===== src/rtl/stpclk_pkg.sv =====
package stpclk_pkg;
  typedef enum logic [2:0] {
    ST_IDLE    = 3'd0,
    ST_REQ     = 3'd1,
    ST_GRANT   = 3'd2,
    ST_GATED   = 3'd3,
    ST_SETTLE  = 3'd4,
    ST_RELEASE = 3'd5
  } lp_state_e;
endpackage


===== src/rtl/stpclk_grant_det.sv =====
module stpclk_grant_det #(
  parameter int MIN_HOLD = 2
) (
  input  logic clk,
  input  logic rst_n,
  input  logic in_req,
  input  logic sg_hit,
  input  logic bus_rdy,
  input  logic wb_empty,
  input  logic wb_mask,
  output logic grant_ok
);
  localparam int AW = (MIN_HOLD > 2) ? $clog2(MIN_HOLD) : 1;
  localparam logic [AW-1:0] AGE_MAX = AW'(MIN_HOLD - 1);

  logic          seen_q, seen_d;
  logic [AW-1:0] age_q, age_d;
  logic          strobe;

  assign strobe = sg_hit & bus_rdy;

  always_comb begin
    seen_d = seen_q;
    age_d  = age_q;
    if (!in_req) begin
      seen_d = 1'b0;
      age_d  = '0;
    end else begin
      if (strobe) seen_d = 1'b1;
      if (age_q != AGE_MAX) age_d = age_q + 1'b1;
    end
  end

  always_ff @(posedge clk or negedge rst_n) begin
    if (!rst_n) begin
      seen_q <= 1'b0;
      age_q  <= '0;
    end else begin
      seen_q <= seen_d;
      age_q  <= age_d;
    end
  end

  assign grant_ok = in_req & (seen_q | strobe) & (wb_empty | wb_mask) & (age_q >= AGE_MAX);
endmodule


===== src/rtl/stpclk_settle_tmr.sv =====
module stpclk_settle_tmr #(
  parameter int CNT_W = 8
) (
  input  logic             clk,
  input  logic             rst_n,
  input  logic             load,
  input  logic [CNT_W-1:0] load_val,
  input  logic             run,
  output logic             done
);
  logic [CNT_W-1:0] cnt_q, cnt_d;
  logic             cnt_en;

  assign cnt_en = load | (run & (cnt_q != '0));

  always_comb begin
    cnt_d = cnt_q;
    if (load)        cnt_d = load_val;
    else if (cnt_en) cnt_d = cnt_q - 1'b1;
  end

  always_ff @(posedge clk or negedge rst_n) begin
    if (!rst_n)      cnt_q <= '0;
    else if (cnt_en) cnt_q <= cnt_d;
  end

  assign done = (cnt_q == '0);
endmodule


===== src/rtl/stpclk_fsm.sv =====
module stpclk_fsm
  import stpclk_pkg::*;
(
  input  logic      clk,
  input  logic      rst_n,
  input  logic      sleep_req,
  input  logic      wake_req,
  input  logic      gate_en,
  input  logic      grant_ok,
  input  logic      settle_done,
  output lp_state_e state,
  output logic      load_settle,
  output logic      stpclk_n,
  output logic      clk_gate
);
  lp_state_e state_d;
  logic      gate_d, gate_en_q;
  logic      stp_d;

  always_comb begin
    state_d = state;
    unique case (state)
      ST_IDLE:    if (sleep_req) state_d = ST_REQ;
      ST_REQ:     if (grant_ok)  state_d = ST_GRANT;
      ST_GRANT: begin
        if (gate_en)       state_d = ST_GATED;
        else if (wake_req) state_d = ST_RELEASE;
      end
      ST_GATED:   if (wake_req)    state_d = ST_SETTLE;
      ST_SETTLE:  if (settle_done) state_d = ST_RELEASE;
      ST_RELEASE: state_d = ST_IDLE;
      default:    state_d = ST_IDLE;
    endcase
  end

  assign load_settle = (state == ST_GATED) & wake_req;

  always_comb begin
    gate_en_q = 1'b0;
    gate_d    = clk_gate;
    if (state == ST_GRANT && gate_en) begin
      gate_en_q = 1'b1;
      gate_d    = 1'b1;
    end else if (state == ST_SETTLE) begin
      gate_en_q = 1'b1;
      gate_d    = 1'b0;
    end
  end

  assign stp_d = !(state_d == ST_REQ || state_d == ST_GRANT ||
                   state_d == ST_GATED || state_d == ST_SETTLE);

  always_ff @(posedge clk or negedge rst_n) begin
    if (!rst_n) begin
      state    <= ST_IDLE;
      stpclk_n <= 1'b1;
    end else begin
      state    <= state_d;
      stpclk_n <= stp_d;
    end
  end

  always_ff @(posedge clk or negedge rst_n) begin
    if (!rst_n)         clk_gate <= 1'b0;
    else if (gate_en_q) clk_gate <= gate_d;
  end
endmodule


===== src/rtl/stpclk_seq.sv =====
module stpclk_seq
  import stpclk_pkg::*;
#(
  parameter int CNT_W    = 8,
  parameter int MIN_HOLD = 2
) (
  input  logic             clk,
  input  logic             rst_n,
  input  logic             sleep_req,
  input  logic             wake_req,
  input  logic             gate_en,
  input  logic [CNT_W-1:0] settle_cycles,
  input  logic             sg_hit,
  input  logic             bus_rdy,
  input  logic             wb_empty,
  input  logic             wb_mask,
  output logic             stpclk_n,
  output logic             clk_gate,
  output logic [2:0]       state_o
);
  logic      rst_s1, rst_sync;
  lp_state_e state;
  logic      grant_ok, settle_done, load_settle;

  always_ff @(posedge clk or negedge rst_n) begin
    if (!rst_n) begin
      rst_s1   <= 1'b0;
      rst_sync <= 1'b0;
    end else begin
      rst_s1   <= 1'b1;
      rst_sync <= rst_s1;
    end
  end

  stpclk_grant_det #(.MIN_HOLD(MIN_HOLD)) u_grant (
    .clk(clk), .rst_n(rst_sync), .in_req(state == ST_REQ),
    .sg_hit(sg_hit), .bus_rdy(bus_rdy), .wb_empty(wb_empty),
    .wb_mask(wb_mask), .grant_ok(grant_ok)
  );

  stpclk_settle_tmr #(.CNT_W(CNT_W)) u_settle (
    .clk(clk), .rst_n(rst_sync), .load(load_settle),
    .load_val(settle_cycles), .run(state == ST_SETTLE), .done(settle_done)
  );

  stpclk_fsm u_fsm (
    .clk(clk), .rst_n(rst_sync), .sleep_req(sleep_req), .wake_req(wake_req),
    .gate_en(gate_en), .grant_ok(grant_ok), .settle_done(settle_done),
    .state(state), .load_settle(load_settle), .stpclk_n(stpclk_n),
    .clk_gate(clk_gate)
  );

  assign state_o = state;
endmodule


===== config.mk =====
export PLATFORM = sky130hd
export DESIGN_NAME = stpclk_seq
export DESIGN_NICKNAME = d
export VERILOG_FILES = /design/src/rtl/stpclk_pkg.sv /design/src/rtl/stpclk_grant_det.sv /design/src/rtl/stpclk_settle_tmr.sv /design/src/rtl/stpclk_fsm.sv /design/src/rtl/stpclk_seq.sv
export SDC_FILE = /design/constraint.sdc
export NUM_CORES = 1
export LEC_CHECK = 0
export BUFFER_PORTS_ARGS = -buffer_cell sky130_fd_sc_hd__buf_4
export CAP_MARGIN = 30
export CORE_ASPECT_RATIO = 0.7
export CORE_MARGIN = 5
export CORE_UTILIZATION = 35
export CTS_BUF_LIST = sky130_fd_sc_hd__clkbuf_8
export DETAILED_ROUTE_END_ITERATION = 7
export PLACE_DENSITY = 0.68
export RECOVER_POWER = 25
export SLEW_MARGIN = 20
export SYNTH_ARGS = -nofsm -noshare
export SYNTH_HDL_FRONTEND = slang
export SYNTH_SLANG_ARGS = --single-unit

===== constraint.sdc =====
create_clock -name clk -period 1.7 [get_ports clk]
set_input_delay 0.085 -clock clk [delete_from_list [all_inputs] [get_ports clk]]
set_output_delay 0.085 -clock clk [all_outputs]
set_load 0.01 [all_outputs]

# Word-level counts from Yosys, hierarchy flattened
# Cells that the tools add are included.
# classes
add_sub_neg,2
bitwise,9
n_lt_le_gt_ge,1
n_reduce_logical,10
n_mux,16
eq_ne,9
# op_table
cell,count
$mux 3,6
$pmux 3 s5,1
$eq 3x2->1 const B,4
$logic_not 8->1,1
$mux 1,8
$mux 8,1
$reduce_bool 8->1,1
$sub 8x1->8 const B,1
$and 1x1->1,6
$eq 3x1->1 const B,2
$eq 3x3->1 const B,2
$logic_not 3->1,1
$logic_or 1x1->1,3
$or 1x1->1,3
$ne 2x2->1 const B,1
$reduce_and 2->1,1
$reduce_bool 2->1,1
$add 1x1->1 const B,1
$ge 1x1->1 const B,1
$logic_and 1x1->1,1
$logic_not 1->1,1
# word_totals
word_cells,55
register_bits,17
inputBits,17

# Longest topological paths before layout
# Gate-level depths: netlist of the first run.
# depth
word_depth,12
mapped_depth,7

# Hierarchy
# A second synthesis of the first run with hierarchy kept.
# hier_totals
cells_unflattened,96
hier_area_um2,967.2
# by_module_without_submodules
module,area_per_inst_um2,cells_per_inst,seq_area_each_um2,n_inst
stpclk_settle_tmr,528.0,58,200.2,1
stpclk_fsm,289.0,27,126.4,1
stpclk_grant_det,81.3,6,50.0,1
stpclk_seq,68.8,5,50.0,1

# Least setup slack after synthesis of the first run
# OpenSTA, ideal clock, no wires.
# synth_path
path_kind,reg-to-reg
startpoint,reg u_fsm.state[0]
endpoint,reg u_settle.cnt_q[1]
period_less_slack_ns,1.711
n_path_buf,1
t_arrival_ns,1.587
stages_incl_launch_ff,7
required_ns,1.576
slack_ns,-0.011
path_cell_list,dfrtp_1 -> buf_6 -> or4b_4 -> o211ai_2 -> nand4_4 -> a211oi_2 -> a21oi_1
# synth_between
elab_chain_cells,3
word_cells_on_any_way,6
classes_between,eq/ne: 2; mux: 1; bitwise: 3
# synth_rtl
item,line,text
start: declaration,stpclk_fsm.sv:11,"output lp_state_e state,"
start signal: assignment,stpclk_fsm.sv:58,state <= state_d;
$eq 3x2->1 or $eq 3x3->1 (tied branches),"stpclk_fsm.sv:36, stpclk_seq.sv:43",
$and 1x1->1 (on tied branches),"stpclk_fsm.sv:36, stpclk_settle_tmr.sv:14",
$mux 8 or $or 1x1->1 (tied branches),"stpclk_settle_tmr.sv:18, stpclk_settle_tmr.sv:14",
end signal: assignment,stpclk_settle_tmr.sv:24,else if (cnt_en) cnt_q <= cnt_d;
end: declaration,stpclk_settle_tmr.sv:11,"logic [CNT_W-1:0] cnt_q, cnt_d;"
# Parallel ways exist; a longest one is shown, timed or not.
# A chain may end at the register's enable or synchronous reset.

# Worst setup path in the final report of the first run
# layout_path
startpoint,reg u_fsm.state[2]
endpoint,reg u_settle.cnt_q[1]
# Same word-level chain as after synthesis.

==> flow_summary.toml, run 1 <==
[clocking]
htreeDepth = 1
clock_latency_ps = 250
cts-root-buf = "clkbuf_8"
clkTransAtPathRegs_ps = 70
cts_tree = "done"
numCtsBuffers = 3
cts_sinks = 17
cts_buffer_depth = 2

[drt]
wl_per_cell_um = 14.3
wirelength_um = 2340
firstDrtPassIters = 4
ant_nets = 0
post_drt_via_cell_ratio = 5.23
first_iter_violations = 33
drcViolationCount = 0
via_count = 857

[synth]
synthArstFlopShare_pct = 100
ys_seq_area_share_pct = 45.5
postSynthCellCount = 94
synth_warnings = 0
synth_fp_nets = 113
synth_flop_cell = "dfrtp_1"
ys_types = 37
ys_ff_latch = 17
syn-cell-area_um2 = 937
synth_edf_count = 0
avgSynthCellArea_um2 = 9.97

[place]
gp_congestion = 0.911
dp_slack_ps = -6.60
numPortBuffers = 21
hpwlAfterDp_um = 1790
postPlaceCellArea_um2 = 1200

[die]
ios = 22
die_h_um = 53.3
core_area_um2 = 2510
core.rowCount = 15
die_w_um = 71.8
die-area_um2 = 3830
start_util_pct = 37.3

[worst_setup_path]
path_buf_inv = 0
crit_type = "reg2reg"
cp-start-kind = "flip-flop"
end_kind = "flip-flop"
cpPeakStageDelay_ps = 510
required_ps = 1840
reg2reg_slack_ps = 40
cp_cell_sequence = "or3b_1 > o31ai_4 > nand4_4 > a211oi_2 > a21oi_1"
arrival_ps = 1800
worst-path-max-fanout = 9
slowest_stage = "dfrtp_1"
critPathTopFamily = "simple AND/OR/NAND/NOR gates"

[finish]
area_delta_synth_final_pct = 39.7
mostFrequentLayoutCells = "buf_4 (34), dfrtp_1 (14), a21oi_1 (7), o21ai_0 (7), nand2_1 (6)"
nFillCells = 233
drive_gt1_share_pct = 39.2
diodes = 0
final_common_cell = "buf_4"
design_area_um2 = 1310
final_nets = 150

[grt]
antenna_found_initial = 0
track_usage_pct = 13.4
grt_pass1_vias = 853
grt_max_degree = 16
grt_pass1_wl_um = 3840
grt.overflow.total = 0

[timing]
finalHoldViolCount = 0
worst_slack_ps = 36.5
skew_ps = 2.38
timing.fmax_mhz = 601
fin_crit_ps = 1660
drv_slew = 0
setup_violations = 0
worst_slew_pin_slew_ps = 641
timing.final.crit_share_pct = 97.9
slew_headroom_pct = 57.2
rsz0062_at_grt = "true"

[outcome]
outcome = "complete, no violations"

[pwr]
power_mw = 2.17
vdd_drop_max_mv = 0.855
p_leak_nw = 0.568
powerDensity_nw_per_um2 = 1660

[min_path]
hold_class = "in2reg"

[run]
max-cap-violations = 0
## kinds of logic after synthesis
logic type | after synthesis | synth area share (%)
adder cells (fa/ha/maj) | 2 | 2.67
AO/OA/AOI/OAI | 28 | 20.0
multiplexers | 1 | 1.07
buffers and inverters | 8 | 4.40
XOR/XNOR | 1 | 0.935
flip-flops | 17 | 45.5
other | 1 | 0.400
AND/OR/NAND/NOR | 36 | 25.0
## metrics by stage
step           util [%]  hold slack (ps)  TNS (ps)  cells
3_5_place_dp       47.8             -132     -6.60    156
5_1_grt            52.0             32.5     -43.4    164
6_report           52.0             26.9         0    164
3_3_place_gp       47.8             -133         0    156
2_1_floorplan         -             -211         0     94
4_1_cts            50.3             27.0         0    161
## worst paths after layout
check | start | endpoint | depth (start not counted)
max reg2reg | u_fsm.state[2] | u_settle.cnt_q[1] | 5
min reg2reg | rst_sync | u_settle.cnt_q[2] | 0
min | settle_cycles[5] | u_settle.cnt_q[5] | 3
min in group asynchronous | rst_n | rst_s1 | 2
max in group asynchronous | rst_sync | u_fsm.state[0] | 0
max | u_fsm.state[2] | u_settle.cnt_q[1] | 5
## worst reg2reg max path: cells and delay by family, from the launching register on
family,cells,cell delay (ps)
AOI/OAI and AO/OA,3,410
and+or+nand+nor,2,630
DFF,1,510
## registers in the layout, summed over array words and instances (netlist names)
name and cells:
u_settle.cnt_q 8, u_fsm.state 3, rst_s1 1, rst_sync 1
u_fsm.clk_gate 1, u_fsm.stpclk_n 1, u_grant.age_q 1, u_grant.seen_q 1
## cells in the mapped netlist (2+ instances only)
cell type  instances  area [µm²]
dfrtp_1           16         400
a21oi_1            7        35.0
o21ai_0            7        35.0
nand2_1            6        22.5
nor3_1             5        25.0
inv_1              4        15.0
nor2_1             4        15.0
nor3b_1            4        30.0
o21ai_1            4        20.0
buf_2              3        15.0
nand3_1            3        15.0
nor4_1             3        18.8
a31oi_1            2        12.5
ha_1               2        25.0
nor2b_1            2        12.5
## report_power, final
part           internal [mW]  switching, mW
registers              0.585          0.208
logic                  0.553          0.525
clock network          0.163          0.140
total                   1.30          0.873
## layer usage
layer	global-route usage, %	wire (µm)	up-vias
met5	0	0	-
met4	3.13	27	0
met3	4.55	195	7
met2	22.4	1060	34
met1	16.8	1060	394
li1	-	-	422
## layout make-up
cell class / count / area (µm²) / share of cell area (%)
Multi-Input combinational cell: 69 / 507 / 38.7
Sequential cell: 17 / 429 / 32.8
Timing Repair Buffer: 36 / 269 / 20.6
Tap cell: 34 / 42.5 / 3.25
Clock buffer: 3 / 41.3 / 3.15
Inverter: 4 / 15.0 / 1.15
Clock inverter: 1 / 5.00 / 0.382
## repair_timing
item,CTS,global route
pin swaps,0,6
resized for setup,2,6
endpoints found under the setup margin,3,7
hold endpoints to repair,2,0
hold buffers,1,0
setup buffers,0,3
(Power assumes the default switching activity.)
==> inputs of run 2 (changes only) <==
- BUFFER_PORTS_ARGS: -buffer_cell sky130_fd_sc_hd__buf_4 -> -buffer_cell sky130_fd_sc_hd__buf_2
- CORE_ASPECT_RATIO: 0.7 -> unset
==> run 2 against run 1 <==
Effect of this change: combinational power is 9% lower; worst setup slack better by 30 ps; sequential share of layout area is 2.2 points higher; critical path depth stayed put; first-iteration DRC count is 9.1% lower; non-clock buffer count is 4 lower; count of clock-buffer cells in the layout stayed put; final area is 6.3% lower; power is 5.2% lower; via count is 1.5% lower; critical endpoint is now u_settle.cnt_q[3]; largest power group unchanged.
==> flow_summary.toml, run 2 (synthesized netlist as in run 1, its figures left out) <==
[clocking]
cts_sinks = 17
cts_tree = "done"
clock_latency_ps = 250
cts_buffer_depth = 2
clkTransAtPathRegs_ps = 70
numCtsBuffers = 3
htreeDepth = 1
cts-root-buf = "clkbuf_8"

[grt]
busiest_layer = "met2"
gr-usage-met1_pct = 16.1
grt_pass1_wl_um = 3700
track_usage_pct = 13.4
use_met3_pct = 2.69
grt_pass1_vias = 866
grt_use_met2_pct = 23.0
grt.overflow.total = 0
antenna_found_initial = 0
grt_max_degree = 16

[place]
hpwlAfterDp_um = 1650
gp_congestion = 0.937
dp_slack_ps = 11.3
numPortBuffers = 21
postPlaceCellArea_um2 = 1130

[finish]
area_delta_synth_final_pct = 30.8
largest_register_ffs = 8
mostFrequentLayoutCells = "buf_2 (20), dfrtp_1 (14), buf_4 (10)"
diodes = 0
top_register = "u_settle.cnt_q"
drive_gt1_share_pct = 37.3
design_area_um2 = 1230
final_nets = 146
final_common_cell = "buf_2"
reg.largest.list = "u_settle.cnt_q (8), u_fsm.state (3)"

[drt]
firstDrtPassIters = 4
via_count = 844
post_drt_via_cell_ratio = 5.41
drcViolationCount = 0
wirelength_um = 2250
wl_per_cell_um = 14.4
ant_nets = 0
first_iter_violations = 30

[timing]
finalSetupTns_ps = 0
timing.final.crit_share_pct = 96.1
slew_headroom_pct = 57.5
fin_crit_ps = 1630
finalHoldViolCount = 0
timing.fmax_mhz = 612
worst_slew_pin_slew_ps = 637
drv_slew = 0
skew_ps = 4.85
setup_violations = 0
worst_slack_ps = 66.1

[die]
core_area_um2 = 2520
die_h_um = 61.7
ios = 22
die-area_um2 = 3810
start_util_pct = 37.2
core.rowCount = 18
die_w_um = 61.7

[pwr]
intPower_mw = 1.22
vdd_drop_max_mv = 0.781
p_sw_uw = 845
p_sw_share_pct = 41.0
p_leak_nw = 0.533
pwr-share-comb_pct = 47.5
p_clk_share_pct = 14.2
pwr-share-seq_pct = 38.3
powerDensity_nw_per_um2 = 1680

[worst_setup_path]
cpPeakStageDelay_ps = 500
critPathTopFamily = "simple AND/OR/NAND/NOR gates"
cp_cell_sequence = "or4b_4 > o211ai_4 > nand4_4 > o21ai_1 > o21ai_1"
cp-start-kind = "flip-flop"
required_ps = 1830
cp_common_cell = "o21ai_1"
path_buf_inv = 0
slowest_stage = "or4b_4"
crit_type = "reg2reg"
reg2reg_slack_ps = 70
critical_path.startpoint = "u_fsm.state[1]"
worst-path-max-fanout = 8
end_kind = "flip-flop"
r2r_start = "u_fsm.state[1]"
arrival_ps = 1770

[min_path]
hold_class = "in2reg"
holdCritStartpoint = "settle_cycles[5]"

[outcome]
outcome = "complete, no violations"

[run]
max-cap-violations = 0
## run 2: path summary, 6_finish.rpt
kind | endpoint | cells past startpoint
setup / recovery | u_settle.cnt_q[3] | 5
min in group asynchronous | rst_s1 | 2
hold / removal | u_settle.cnt_q[5] | 3
hold reg to reg | u_fsm.state[2] | 0
setup reg to reg | u_settle.cnt_q[3] | 5
max in group asynchronous | u_fsm.state[0] | 0
## run 2: worst reg2reg max path, cell delays in order (launching register included)
cell and delay, ps:
dfrtp_2 470, or4b_4 510, o211ai_4 110, nand4_4 180
o21ai_1 170, o21ai_1 70
## run 2: cell type report
class	instances	area, µm²
Timing Repair Buffer	32	189
Inverter	4	15.0
Clock buffer	3	41.3
Fill cell	253	1300
Tap cell	30	37.5
Sequential cell	17	429
Clock inverter	1	3.75
Multi-Input combinational cell	69	510
## run 2: repair_timing
item                                   4_1_cts  5_1_grt
gates cloned                                 0        0
endpoints found under the hold margin        2        0
resized for setup                            1        9
setup buffers                                0        1
hold buffers                                 1        0
setup endpoints to repair                    1        9
pin swaps                                    0        3
## run 2: per-stage QoR
stage / instances / hold slack [ps] / utilization, % / power (mW)
final: 156 / 19.3 / 48.6 / 2.06
after global placement: 150 / -130 / 44.8 / 1.65
after global routing: 156 / 23.5 / 48.6 / 2.23
after CTS: 155 / 19.1 / 47.0 / 2.00
after detailed placement: 150 / -127 / 44.8 / 1.69
after floorplan: 94 / -211 / - / 1.37
## run 2: power by group through the flow
stage / clock [mW] / sequential (mW) / combinational, mW
after global placement: 0 / 0.757 / 0.891
after detailed placement: 0 / 0.767 / 0.919
after floorplan: 0 / 0.717 / 0.653
after CTS: 0.302 / 0.762 / 0.936
after global routing: 0.323 / 0.820 / 1.09
final: 0.292 / 0.789 / 0.979
## run 2: layer usage
layer	vias up	wire length, µm
li1	409	-
met3	4	116
met5	-	0
met1	412	991
met4	0	25
met2	19	1120
==> inputs of run 3 (changes only) <==
- CORE_UTILIZATION: 35 -> 52
- PLACE_DENSITY: 0.68 -> 0.9
- TNS_END_PERCENT: unset -> 100
==> run 3 against run 2 <==
Effect of this change: the run now ends with negative setup slack left; routed wire length increased by 22%; die area fell by 28%; clock skew decreased by 3.8 ps; utilization rose by 23 points; fmax is 5.7% lower; final area grew 1.1%; sequential cell count is the same; combinational power increased by 15%; clock power grew 6.8%; critical endpoint unchanged.
==> flow_summary.toml, run 3 (synthesized netlist as in run 1, its figures left out) <==
[outcome]
outcome = "complete, but fails checks"
failed_checks = "negative setup slack"

[timing]
finalHoldViolCount = 0
worst_slew_pin_slew_ps = 616
timing.final.crit_share_pct = 102
slew_headroom_pct = 58.9
finalSetupTns_ps = -88.6
setup_violations = 3
skew_ps = 1.05
fin_crit_ps = 1730
worst_hold_slack_ps = 15.2
worst_slack_ps = -32.3
rsz0062_at_grt = "true"
drv_slew = 0
timing.fmax_mhz = 577

[finish]
reg.largest.list = "u_settle.cnt_q (8), u_fsm.state (3)"
largest_register_ffs = 8
diodes = 0
final_nets = 151
mostFrequentLayoutCells = "buf_2 (20), buf_4 (14), dfrtp_1 (14)"
area_delta_synth_final_pct = 32.3
top_register = "u_settle.cnt_q"
nFillCells = 129
seqCellArea_um2 = 429
multi_input_area_um2 = 488
final_common_cell = "buf_2"
drive_gt1_share_pct = 38.9

[clocking]
clock_latency_ps = 260
cts-root-buf = "clkbuf_8"
numCtsBuffers = 3
htreeDepth = 1
cts_buffer_depth = 2
clkTransAtPathRegs_ps = 70
cts_tree = "done"
cts_sinks = 17

[drt]
wirelength_um = 2750
drcViolationCount = 0
post_drt_via_cell_ratio = 6.23
ant_nets = 0
first_iter_violations = 41
via_count = 972
firstDrtPassIters = 4
wl_per_cell_um = 17.6

[die]
die-area_um2 = 2750
core_area_um2 = 1730
die_h_um = 52.5
start_util_pct = 54.3
die_w_um = 52.5
ios = 22
core.rowCount = 15

[worst_setup_path]
crit_type = "reg2reg"
cp-start-kind = "flip-flop"
cpPeakStageDelay_ps = 460
required_ps = 1840
worst-path-max-fanout = 8
cp_cell_sequence = "buf_4 > nor3b_1 > o21ai_0 > nand4_4 > buf_4 > o21ai_1"
slowest_stage = "dfrtp_2"
arrival_ps = 1880
end_kind = "flip-flop"
cp_common_cell = "buf_4"
path_buf_inv = 2
critPathTopFamily = "simple AND/OR/NAND/NOR gates"

[run]
max-cap-violations = 0

[place]
numPortBuffers = 21
dp_slack_ps = 19.0
hpwlAfterDp_um = 1730
gp_congestion = 0.929

[grt]
antenna_found_initial = 0
track_usage_pct = 19.5
grt.overflow.total = 0
grt_max_degree = 16
grt_pass1_vias = 859
grt_pass1_wl_um = 3940

[pwr]
power_mw = 2.21
vdd_drop_max_mv = 1.34
powerDensity_nw_per_um2 = 1790
p_leak_nw = 0.555

[min_path]
hold_class = "in2reg"
[run 3: changes by cell type in the layout (fill, tap and decap cells not counted), sizes merged]
cell    change
buf         +5
clkinv      +1
inv         -1
[run 3: repair_timing]
| item | CTS | global route |
|---|---|---|
| hold buffers | 1 | 0 |
| buffers inserted | 0 | 4 |
| resized for setup | 0 | 8 |
| hold endpoints to repair | 2 | 0 |
| setup endpoints to repair | 0 | 7 |
[run 3: report_power, final]
group,leakage (nW),switching [mW],total [mW],internal (mW)
combinational,0.326,0.594,1.13,0.532
clock,0.0255,0.149,0.312,0.163
sequential,0.203,0.192,0.777,0.585
[run 3: routing by layer]
| metal | GRT usage, % | routed length, µm | up-vias |
|---|---|---|---|
| met3 | 4.56 | 263 | 12 |
| met1 | 24.4 | 1020 | 468 |
| met4 | 6.38 | 55 | 0 |
| met2 | 32.9 | 1410 | 68 |
| li1 | - | - | 424 |
| met5 | 0 | 0 | - |
[run 3: layout make-up]
type / count / area share (%)
multi-input combinational: 69 / 39.4
sequential: 17 / 34.6
timing repair buffer: 37 / 18.6
clock buffer: 3 / 3.33
tap: 25 / 2.52
inverter: 4 / 1.21
clock inverter: 1 / 0.404
[run 3: tightest hold or removal path, cell delays in order]
cell,delay (ps)
buf_2,70
nand2_1,40
nand2_1,40
[run 3: final timing paths]
kind | startpoint | endpoint | slack [ps] | cells past startpoint
min in group asynchronous | rst_n | rst_s1 | 140 | 2
max in group asynchronous | rst_sync | u_fsm.state[0] | 1010 | 0
min | settle_cycles[5] | u_settle.cnt_q[5] | 20 | 3
max reg2reg | u_fsm.state[1] | u_settle.cnt_q[3] | -30 | 6
max | u_fsm.state[1] | u_settle.cnt_q[3] | -30 | 6
min reg2reg | rst_sync | u_grant.seen_q | 260 | 0
[run 3: stage by stage]
| stage | util [%] | cells | instance area (µm²) |
|---|---|---|---|
| 6_report | 71.8 | 156 | 1240 |
| 5_1_grt | 71.8 | 156 | 1240 |
| 4_1_cts | 69.2 | 152 | 1190 |
| 3_5_place_dp | 65.9 | 147 | 1140 |
| 3_3_place_gp | 65.9 | 147 | 1140 |
| 2_1_floorplan | - | 94 | 946 |
